File: config.mk
export PLATFORM = sky130hd
export DESIGN_NAME = dct2d_rowcol
export DESIGN_NICKNAME = d
export VERILOG_FILES = /design/src/rtl/dct2d_pkg.sv /design/src/rtl/dct2d_kernel8.sv /design/src/rtl/dct2d_stage.sv /design/src/rtl/dct2d_transpose.sv /design/src/rtl/dct2d_rowcol.sv
export SDC_FILE = /design/constraint.sdc
export NUM_CORES = 2
export LEC_CHECK = 0
export BUFFER_PORTS_ARGS = -buffer_cell sky130_fd_sc_hd__buf_2
export CORE_ASPECT_RATIO = 0.75
export CORE_MARGIN = 2
export CORE_UTILIZATION = 50
export CTS_CLUSTER_SIZE = 20
export DETAILED_ROUTE_END_ITERATION = 10
export PLACE_DENSITY = 0.69
export REMOVE_ABC_BUFFERS = 1
export SLEW_MARGIN = 5
export SYNTH_ARGS = -nofsm -noshare
export SYNTH_HDL_FRONTEND = slang
export SYNTH_SLANG_ARGS = --single-unit
File: constraint.sdc
create_clock -name clk -period 7.5 [get_ports clk]
set_input_delay 0.375 -clock clk [delete_from_list [all_inputs] [get_ports clk]]
set_output_delay 0.375 -clock clk [all_outputs]
set_load 0.02 [all_outputs]
File: src/rtl/dct2d_pkg.sv
`timescale 1ns/1ps
package dct2d_pkg;
    // fill side of the corner-turn memory
    typedef enum logic { FILL_IDLE, FILL_ROWS } fill_state_t;
    // drain side of the corner-turn memory
    typedef enum logic { DRAIN_WAIT, DRAIN_COLS } drain_state_t;
endpackage

File: src/rtl/dct2d_kernel8.sv
`timescale 1ns/1ps
// Combinational 8-point multiplierless transform: 18 add/subtract operations.
module dct2d_kernel8 #(
    parameter int W = 8
) (
    input  logic signed [W-1:0] x [8],
    output logic signed [W+2:0] y [8]
);
    logic [W:0]   a [4];
    logic [W:0]   b [4];
    logic [W+1:0] s03;
    logic [W+1:0] s12;

    function automatic logic [W+2:0] ext1(input logic [W:0] v);
        return {{2{v[W]}}, v};
    endfunction

    function automatic logic [W+2:0] ext2(input logic [W+1:0] v);
        return {v[W+1], v};
    endfunction

    // mirror butterflies
    for (genvar i = 0; i < 4; i++) begin : g_bfly
        assign a[i] = {x[i][W-1], x[i]} + {x[7-i][W-1], x[7-i]};
        assign b[i] = {x[i][W-1], x[i]} - {x[7-i][W-1], x[7-i]};
    end

    assign s03 = {a[0][W], a[0]} + {a[3][W], a[3]};
    assign s12 = {a[1][W], a[1]} + {a[2][W], a[2]};

    assign y[0] = ext2(s03) + ext2(s12);
    assign y[4] = ext2(s03) - ext2(s12);
    assign y[2] = ext1(a[0]) - ext1(a[3]);
    assign y[6] = ext1(a[1]) - ext1(a[2]);
    assign y[1] = ext1(b[0]) + ext1(b[1]);
    assign y[7] = ext1(b[0]) - ext1(b[1]);
    assign y[3] = ext1(b[2]) + ext1(b[3]);
    assign y[5] = ext1(b[2]) - ext1(b[3]);
endmodule

File: src/rtl/dct2d_stage.sv
`timescale 1ns/1ps
// One registered 1D pass; N selects the 8-point kernel or the 16-point composition.
module dct2d_stage #(
    parameter  int N    = 8,
    parameter  int W    = 8,
    localparam int GROW = $clog2(N),
    localparam int OW   = W + GROW
) (
    input  logic                 clk,
    input  logic                 rst_n,
    input  logic                 in_v,
    input  logic                 in_tag,
    input  logic signed [W-1:0]  d [N],
    output logic                 out_v,
    output logic                 out_tag,
    output logic signed [OW-1:0] q [N]
);
    logic signed [OW-1:0] q_c [N];

    if (N == 8) begin : g_n8
        dct2d_kernel8 #(.W(W)) u_k8 (.x(d), .y(q_c));
    end else begin : g_n16
        // input butterfly, two 8-point kernels, interleaved outputs
        logic signed [W:0]   ev_in  [8];
        logic signed [W:0]   od_in  [8];
        logic signed [W+3:0] ev_out [8];
        logic signed [W+3:0] od_out [8];
        for (genvar i = 0; i < 8; i++) begin : g_in
            assign ev_in[i] = {d[i][W-1], d[i]} + {d[N-1-i][W-1], d[N-1-i]};
            assign od_in[i] = {d[i][W-1], d[i]} - {d[N-1-i][W-1], d[N-1-i]};
            assign q_c[2*i]   = ev_out[i];
            assign q_c[2*i+1] = od_out[i];
        end
        dct2d_kernel8 #(.W(W+1)) u_even (.x(ev_in), .y(ev_out));
        dct2d_kernel8 #(.W(W+1)) u_odd  (.x(od_in), .y(od_out));
    end

    always_ff @(posedge clk or negedge rst_n) begin
        if (!rst_n) begin
            out_v   <= 1'b0;
            out_tag <= 1'b0;
        end else begin
            out_v   <= in_v;
            out_tag <= in_v & in_tag;
        end
    end

    always_ff @(posedge clk) begin
        if (in_v) q <= q_c;
    end
endmodule

File: src/rtl/dct2d_transpose.sv
`timescale 1ns/1ps
// Double-banked corner-turn memory: whole rows in, whole columns out.
module dct2d_transpose
    import dct2d_pkg::*;
#(
    parameter  int N  = 8,
    parameter  int W  = 11,
    localparam int RW = $clog2(N)
) (
    input  logic                clk,
    input  logic                rst_n,
    input  logic                wv,
    input  logic                wsob,
    input  logic signed [W-1:0] wdata [N],
    output logic                rv,
    output logic                rlast,
    output logic signed [W-1:0] rdata [N]
);
    localparam logic [RW-1:0] LAST = RW'(N - 1);

    logic [W-1:0] mem [2][N][N];

    fill_state_t  fill_q,  fill_d;
    drain_state_t drain_q, drain_d;
    logic [RW-1:0] row_q, row_d;
    logic [RW-1:0] col_q, col_d;
    logic          wbank_q, wbank_d;
    logic          rbank_q, rbank_d;
    logic          tile_done;
    logic          wr_en;
    logic [RW-1:0] wr_idx;

    assign wr_en  = wv && (wsob || fill_q == FILL_ROWS);
    assign wr_idx = wsob ? '0 : row_q;

    // fill machine: next state
    always_comb begin
        fill_d    = fill_q;
        row_d     = row_q;
        wbank_d   = wbank_q;
        tile_done = 1'b0;
        unique case (fill_q)
            FILL_IDLE: begin
                if (wv && wsob) begin
                    fill_d = FILL_ROWS;
                    row_d  = RW'(1);
                end
            end
            FILL_ROWS: begin
                if (wv) begin
                    if (wsob) begin
                        row_d = RW'(1);
                    end else if (row_q == LAST) begin
                        tile_done = 1'b1;
                        fill_d    = FILL_IDLE;
                        row_d     = '0;
                        wbank_d   = ~wbank_q;
                    end else begin
                        row_d = row_q + RW'(1);
                    end
                end
            end
        endcase
    end

    // drain machine: next state
    always_comb begin
        drain_d = drain_q;
        col_d   = col_q;
        rbank_d = rbank_q;
        unique case (drain_q)
            DRAIN_WAIT: begin
                if (tile_done) begin
                    drain_d = DRAIN_COLS;
                    col_d   = '0;
                    rbank_d = wbank_q;
                end
            end
            DRAIN_COLS: begin
                if (col_q == LAST) begin
                    col_d = '0;
                    if (tile_done) rbank_d = wbank_q;
                    else           drain_d = DRAIN_WAIT;
                end else begin
                    col_d = col_q + RW'(1);
                end
            end
        endcase
    end

    // state registers
    always_ff @(posedge clk or negedge rst_n) begin
        if (!rst_n) begin
            fill_q  <= FILL_IDLE;
            drain_q <= DRAIN_WAIT;
            row_q   <= '0;
            col_q   <= '0;
            wbank_q <= 1'b0;
            rbank_q <= 1'b0;
        end else begin
            fill_q  <= fill_d;
            drain_q <= drain_d;
            row_q   <= row_d;
            col_q   <= col_d;
            wbank_q <= wbank_d;
            rbank_q <= rbank_d;
        end
    end

    always_ff @(posedge clk) begin
        if (wr_en) begin
            for (int k = 0; k < N; k++) mem[wbank_q][wr_idx][k] <= wdata[k];
        end
    end

    // outputs
    always_comb begin
        rv    = (drain_q == DRAIN_COLS);
        rlast = (drain_q == DRAIN_COLS) && (col_q == LAST);
        for (int j = 0; j < N; j++) rdata[j] = mem[rbank_q][j][col_q];
    end

    // a tile completes while the other is draining only on its last column
    p_no_overrun_r6: assert property (@(posedge clk) disable iff (!rst_n)
        (tile_done && drain_q == DRAIN_COLS) |-> (col_q == LAST));

    // writes never land in the bank being drained
    p_bank_split_r6: assert property (@(posedge clk) disable iff (!rst_n)
        (wr_en && drain_q == DRAIN_COLS) |-> (wbank_q != rbank_q));

    // a row without a start flag leaves an idle fill machine idle
    p_stray_row_r7: assert property (@(posedge clk) disable iff (!rst_n)
        (fill_q == FILL_IDLE && wv && !wsob) |=> (fill_q == FILL_IDLE));
endmodule

File: src/rtl/dct2d_rowcol.sv
`timescale 1ns/1ps
// Row pass -> corner-turn memory -> column pass.
module dct2d_rowcol #(
    parameter  int N    = 8,
    parameter  int IW   = 8,
    localparam int GROW = $clog2(N),
    localparam int MW   = IW + GROW,
    localparam int OW   = MW + GROW
) (
    input  logic            clk,
    input  logic            rst_n,
    input  logic            in_valid,
    input  logic            in_sob,
    input  logic [N*IW-1:0] in_row,
    output logic            out_valid,
    output logic            out_last,
    output logic [N*OW-1:0] out_col
);
    logic signed [IW-1:0] row_in [N];
    logic signed [MW-1:0] row_q  [N];
    logic signed [MW-1:0] tp_col [N];
    logic signed [OW-1:0] col_q  [N];
    logic                 row_v, row_sob;
    logic                 tp_v, tp_last;

    for (genvar i = 0; i < N; i++) begin : g_lanes
        assign row_in[i]             = in_row[i*IW +: IW];
        assign out_col[i*OW +: OW]   = col_q[i];
    end

    dct2d_stage #(.N(N), .W(IW)) u_row_pass (
        .clk(clk), .rst_n(rst_n), .in_v(in_valid), .in_tag(in_sob), .d(row_in),
        .out_v(row_v), .out_tag(row_sob), .q(row_q)
    );

    dct2d_transpose #(.N(N), .W(MW)) u_turn (
        .clk(clk), .rst_n(rst_n), .wv(row_v), .wsob(row_sob), .wdata(row_q),
        .rv(tp_v), .rlast(tp_last), .rdata(tp_col)
    );

    dct2d_stage #(.N(N), .W(MW)) u_col_pass (
        .clk(clk), .rst_n(rst_n), .in_v(tp_v), .in_tag(tp_last), .d(tp_col),
        .out_v(out_valid), .out_tag(out_last), .q(col_q)
    );

    // end-of-tile marker only on a valid column
    p_last_valid_r5: assert property (@(posedge clk) disable iff (!rst_n)
        out_last |-> out_valid);
endmodule

Word-level counts from Yosys, hierarchy flattened

Memory sizes are Yosys's and may differ from the RTL's.
Index checks and enable logic that the tools add are counted.

Bits in registers: 214
RAM bits: 1408
Input bits: 68
Output and inout bits: 114
Word-level logic and storage cells: 10018
Memories: 1

Add/subtract/negate cells: 38
Order comparisons: 3
Equality and inequality tests: 6
Mux-type cells: 5001
Bitwise operators: 4936
Reduce and logical (&&, ||, !) cells: 7

Memory list:

| memory     | words | bits a word | read ports | clocked after Yosys merged registers in | wr ports | RTL line              | RTL |
|---|---|---|---|---|---|---|---|
| u_turn.mem | 2     | 704         | 1          | 0                                       | 1        | dct2d_transpose.sv:21 | `logic [W-1:0] mem [2][N][N];` |

Operators with widths:

| operator                                | number |
|---|---|
| 2-to-1 mux 704 bit                      | 8 |
| 2-to-1 mux 1 bit                        | 4941 |
| bitwise OR 1 bit                        | 4928 |
| demux 88 bit (select 3 bit)             | 8 |
| binary-select mux 11 bit (select 3 bit) | 8 |
| 2-to-1 mux 11 bit                       | 17 |
| 2-to-1 mux 88 bit                       | 1 |
| 2-to-1 mux 77 bit                       | 1 |
| 2-to-1 mux 66 bit                       | 1 |
| 2-to-1 mux 55 bit                       | 1 |
| adder 12 x 12 -> 13 bit                 | 4 |
| subtractor 12 x 12 -> 13 bit            | 4 |
| adder 11 x 11 -> 12 bit                 | 4 |
| subtractor 11 x 11 -> 12 bit            | 4 |
| 2-to-1 mux 44 bit                       | 1 |
| adder 9 x 9 -> 10 bit                   | 4 |
| subtractor 9 x 9 -> 10 bit              | 4 |
| adder 8 x 8 -> 9 bit                    | 4 |
| subtractor 8 x 8 -> 9 bit               | 4 |
| 2-to-1 mux 33 bit                       | 1 |
| 2-to-1 mux 22 bit                       | 1 |
| 2-to-1 mux 3 bit                        | 7 |
| adder 13 x 13 -> 14 bit                 | 1 |
| subtractor 13 x 13 -> 14 bit            | 1 |
| other kinds (17)                        | 33 |

Logic depth before layout (Yosys ltp)

Word-level depth: 14
Depth in mapped cells: 32
Mapped depth without buffers: 26

Modules after synthesis

A second synthesis with hierarchy kept.

Cells, all modules: 5574
Area total of the unflattened synthesis: 82004.9 um^2

By module, submodules not included:

| module                               | instances | cells each | area each (um^2) | seq. area each (um^2) |
|---|---|---|---|---|
| dct2d_transpose                      | 1         | 3097       | 59388.2          | 42530.8 |
| dct2d_kernel8 (u_col_pass.g_n8.u_k8) | 1         | 1360       | 9601.7           | 0.0 |
| dct2d_kernel8 (u_row_pass.g_n8.u_k8) | 1         | 911        | 6896.6           | 0.0 |
| dct2d_stage (u_col_pass)             | 1         | 115        | 3419.5           | 3413.3 |
| dct2d_stage (u_row_pass)             | 1         | 91         | 2698.8           | 2692.6 |

Worst setup path before layout

No wires, ideal clock.

Path kind: register to register
From: register u_turn.row_q[2]
To: memory u_turn.mem[0][176] (netlist bit), enable pin
Library setup time: 0.633 ns
Data arrival time: 7.068 ns
Data required time: 6.867 ns
Path slack: -0.200 ns
Cell stages (with the launch flop): 7
Buffers on the path: 3
Period minus slack after synthesis: 7.700 ns
Path through: dfrtp_1 > buf_2 > inv_1 > or3_1 > buf_2 > buf_1 > nor3_1

Cells in the longest elaborated chain, start to end: 11
Elaborated cells on any way between the ends: 29
Those cells by class: order compare (2); mux (18); bitwise (8); reduce/logical (1)

Ends and longest elaborated chain:

| element                                        | RTL line               | RTL |
|---|---|---|
| start, declared                                | dct2d_transpose.sv:25  | `logic [RW-1:0] row_q, row_d;` |
| start signal, assigned                         | dct2d_transpose.sv:103 | `row_q <= row_d;` |
| 2-to-1 mux 3 bit *                             | dct2d_transpose.sv:34  | `assign wr_idx = wsob ? '0 : row_q;` |
| NOT 3 -> 4 bit (implied by the code) *         | dct2d_transpose.sv:112 | `for (int k = 0; k < N; k++) mem[wbank_q][wr_idx][k] <= wdata[k];` |
| demux 88 bit (select 3 bit)                    | dct2d_transpose.sv:112 |  |
| 2-to-1 mux 704 bit (implied by the code)       | dct2d_transpose.sv:112 |  |
| bitwise OR 1 bit (no source line) (6 in a row) | -                      |  |
| bitwise OR 1 bit (no source line) *            | -                      |  |
| end, declared                                  | dct2d_transpose.sv:21  |  |

Every way passes the cells marked *; elsewhere a longest branch is shown, timed or not.

==> results.rst <==
.. list-table::
   :header-rows: 1

   * - Metric
     - Value
   * - Reg2reg setup slack
     - 0.59 ns
   * - Iteration-0 DRC Markers
     - 5708
   * - Hold Violations, Final
     - 0
   * - Overall Global Routing Usage
     - 25.3%
   * - Number of cell instances on the worst register-to-register path
     - 21
   * - Clock insertion delay at the later pin of the skew report
     - 0.80 ns
   * - Antenna Violating Nets Remaining
     - 0
   * - Sequential share of the synthesized area
     - 59.4%
   * - Maximum number of pins on one net before global-route repair
     - 82
   * - Max stage delay cell, worst path
     - sky130_fd_sc_hd__a221oi_1
   * - Status
     - finished clean
   * - Core utilization of the finished layout
     - 55.4%
   * - First-pass GRT wire length
     - 300000 um
   * - Initial core utilization
     - 50.5%
   * - Worst slew slack as a fraction of its limit
     - 17.4%
   * - Startpoint type of the worst setup path
     - flop
   * - Delay of the slowest critical-path stage
     - 0.58 ns
   * - Class of the most critical setup path
     - reg2reg
   * - H-tree Lvls
     - 4
   * - Wire length after detailed routing
     - 203000 um
   * - Final period util
     - 92.1%
   * - Fin crit period
     - 6.91 ns
   * - Placeable core area
     - 0.155 sq mm
   * - Data arrival, critical path
     - 7.40 ns
   * - Total Die Area
     - 0.160 sq mm
   * - CTS tree
     - yes
   * - Most common cell after layout, fill and taps aside
     - sky130_fd_sc_hd__edfxtp_1
   * - Number of synthesized register bits
     - 1556
   * - Final HPWL from detailed placement
     - 141000 um
   * - Cell-by-cell listing of the critical path
     - buf_12, buf_12, mux4_2, mux4_2, ha_1, a221oi_1, nor2_1, nor2_1, nor2_1, xor2_1, ha_1, o21ai_0, a31oi_1, a311o_1, a21o_1, a21oi_1, xnor2_1, ha_1, nor3_1, a221oi_1, xor2_1
   * - Number of buffers created by CTS
     - 152
   * - Count of flip-flops with a built-in enable after synthesis
     - 1542
   * - Number of standard cells after synthesis
     - 5353
   * - F_max
     - 0.145 GHz
   * - Number of buffers on the longest clock path
     - 3
   * - Worst slew pin tran
     - 1.24 ns
   * - DRT Pass-1 Iters
     - 6
   * - Setup repair bufs after CTS
     - 0
   * - CP endpoint kind
     - flop
   * - Main synth FF type
     - sky130_fd_sc_hd__edfxtp_1
   * - Weighted congestion at the end of routability-driven global placement
     - 0.916
   * - Root cell of the clock tree
     - sky130_fd_sc_hd__clkbuf_16
   * - Leading cell types in the layout, fill and taps excluded
     - sky130_fd_sc_hd__edfxtp_1, sky130_fd_sc_hd__a21o_1, sky130_fd_sc_hd__mux4_2
   * - Via density per instance
     - 6.08
   * - Yosys Warn Count
     - 0
   * - Number of distinct library cells after synthesis
     - 79
   * - GR Overflow Total
     - 0
   * - Setup repair after global routing missed its margin
     - false
   * - Via count
     - 46376
   * - Post-synth ARST share
     - 0.900%
   * - WL/cell
     - 26.6 um
   * - Ratio of cells with drive above 1 in the final layout
     - 17.2%
   * - Number of nets in the layout
     - 5887
   * - CTS Sinks
     - 1556
   * - Setup clock skew after layout
     - 0.0340 ns
   * - Synthesized area per cell
     - 14.7 sq um
   * - Synthesized cell area
     - 0.0785 sq mm
   * - Max-cap violations
     - 0
   * - Area added between synthesis and finish
     - 9.72%
   * - Number of placed I/O pins
     - 182
   * - Core Rows
     - 125
   * - Path category of the worst min-delay check
     - in2async
   * - Number of global-route vias before repair
     - 46037
   * - DIE HEIGHT
     - 347 um
   * - Final setup vio count
     - 0
   * - Width of the chip
     - 462 um
   * - Fin. max-slew vios
     - 0
   * - Layout fillers
     - 12300
   * - Biggest fanout along the worst timing path
     - 25
   * - DRC Markers
     - 0
   * - Critical register-to-register path startpoint
     - u_turn.rbank_q
   * - Worst-path clk slew
     - 0.06 ns
   * - Required time worst endpoint
     - 7.99 ns
   * - Initial antenna violation count
     - 3
   * - Port-buffer cells
     - 181
   * - Reg-to-reg endpoint
     - u_col_pass.q[53]
==> timing repair <==
action | 4_1_cts | 5_1_grt
hold buffers | 3 | 0
endpoints found under the hold margin | 31 | 0
resized for setup | 0 | 0
==> registers in the layout, summed over array words and instances (netlist names), 3 cells and up <==
signal        cells
u_col_pass.q    103
u_row_pass.q     79
u_turn.col_q      3
u_turn.mem     1360
u_turn.row_q      3
==> worst max path at each step <==
stage	start	depth (start not counted)	end
6_report	u_turn.rbank_q	21	u_col_pass.q[53]
5_1_grt	u_turn.rbank_q	21	u_col_pass.q[111]
4_1_cts	u_turn.rbank_q	21	u_col_pass.q[111]
3_5_place_dp	u_turn.rbank_q	20	u_col_pass.q[111]
3_3_place_gp	u_turn.rbank_q	20	u_col_pass.q[111]
2_1_floorplan	u_turn.rbank_q	21	u_col_pass.q[110]
==> worst max-delay path, delay by kind of cell (launching register included) <==
| family | cells | cell delay [ns] |
|---|---|---|
| adder cells (fa/ha/maj) | 3 | 1.41 |
| AND/OR/NAND/NOR | 4 | 0.42 |
| buffers and inverters | 2 | 0.52 |
| AO/OA/AOI/OAI | 7 | 2.15 |
| XOR/XNOR | 3 | 0.42 |
| flip-flops | 1 | 0.57 |
| multiplexers | 2 | 1.06 |
==> through the flow <==
stage	hold WS (ns)	worst slack (ns)	setup TNS (ns)	area [sq um]	instances
floorplan	0.0794	-11.21	-1012.80	76700	4972
global route	0.0818	0.236	0	86200	7626
detailed placement	0.348	0.652	0	81400	7351
CTS	0.0431	0.642	0	86200	7625
finish	0.0838	0.594	0	86200	7626
global placement	0.353	0.695	0	81400	7351
==> cells in the mapped netlist (all sizes together) (13+ instances only) <==
cell type	n	area share [%]
a211oi	15	0.14
and2	28	0.23
nor2	235	1.1
nor4	13	0.11
o31ai	18	0.17
clkbuf	200	0.96
ha	370	5.9
or3	14	0.12
buf	181	1.4
a21oi	176	1.1
o21ba	13	0.17
mux2i	41	0.52
mux4	400	11
o21bai	60	0.57
a21o	443	4.2
nand2b	56	0.45
a31oi	13	0.10
xor2	95	1.1
a221oi	14	0.16
fa	36	0.92
nor3	51	0.33
dfrtp	14	0.45
o221ai	13	0.15
o21a	27	0.26
o21ai	163	1.0
nand2	345	1.7
inv	314	1.5
nor2b	105	0.84
nand3	17	0.11
edfxtp	1542	59
xnor2	212	2.4
==> cells by family after synthesis <==
family,after synthesis,synth area share (%)
buffers and inverters,695,3.88
flip-flops,1556,59.4
AO/OA/AOI/OAI,1046,9.14
multiplexers,445,12.1
adder cells (fa/ha/maj),406,6.81
XOR/XNOR,307,3.42
AND/OR/NAND/NOR,898,5.28
==> per-layer routing <==
metal / share of wire (%) / vias to the layer above / global-route usage [%]
met4: 1.9 / 0 / 5.60
met2: 46 / 2268 / 39.3
met3: 9.7 / 238 / 4.94
met1: 42 / 23654 / 37.2
li1: - / 20216 / -
met5: 0 / - / 0
==> area by class of cell <==
class / instances / area [sq um] / share of cell area, %
flip-flops and latches: 1556 / 46700 / 54.2
multi-input cells: 3102 / 29000 / 33.7
clock buffers: 204 / 4120 / 4.79
well taps: 2095 / 2620 / 3.04
repair buffers: 287 / 1920 / 2.23
inverters: 314 / 1180 / 1.37
clock inverters: 67 / 638 / 0.741
diodes: 1 / 2.50 / 0.00290
Power is not shown: default switching activity piles up to over one toggle a cycle in this logic, so the estimate is an artifact.
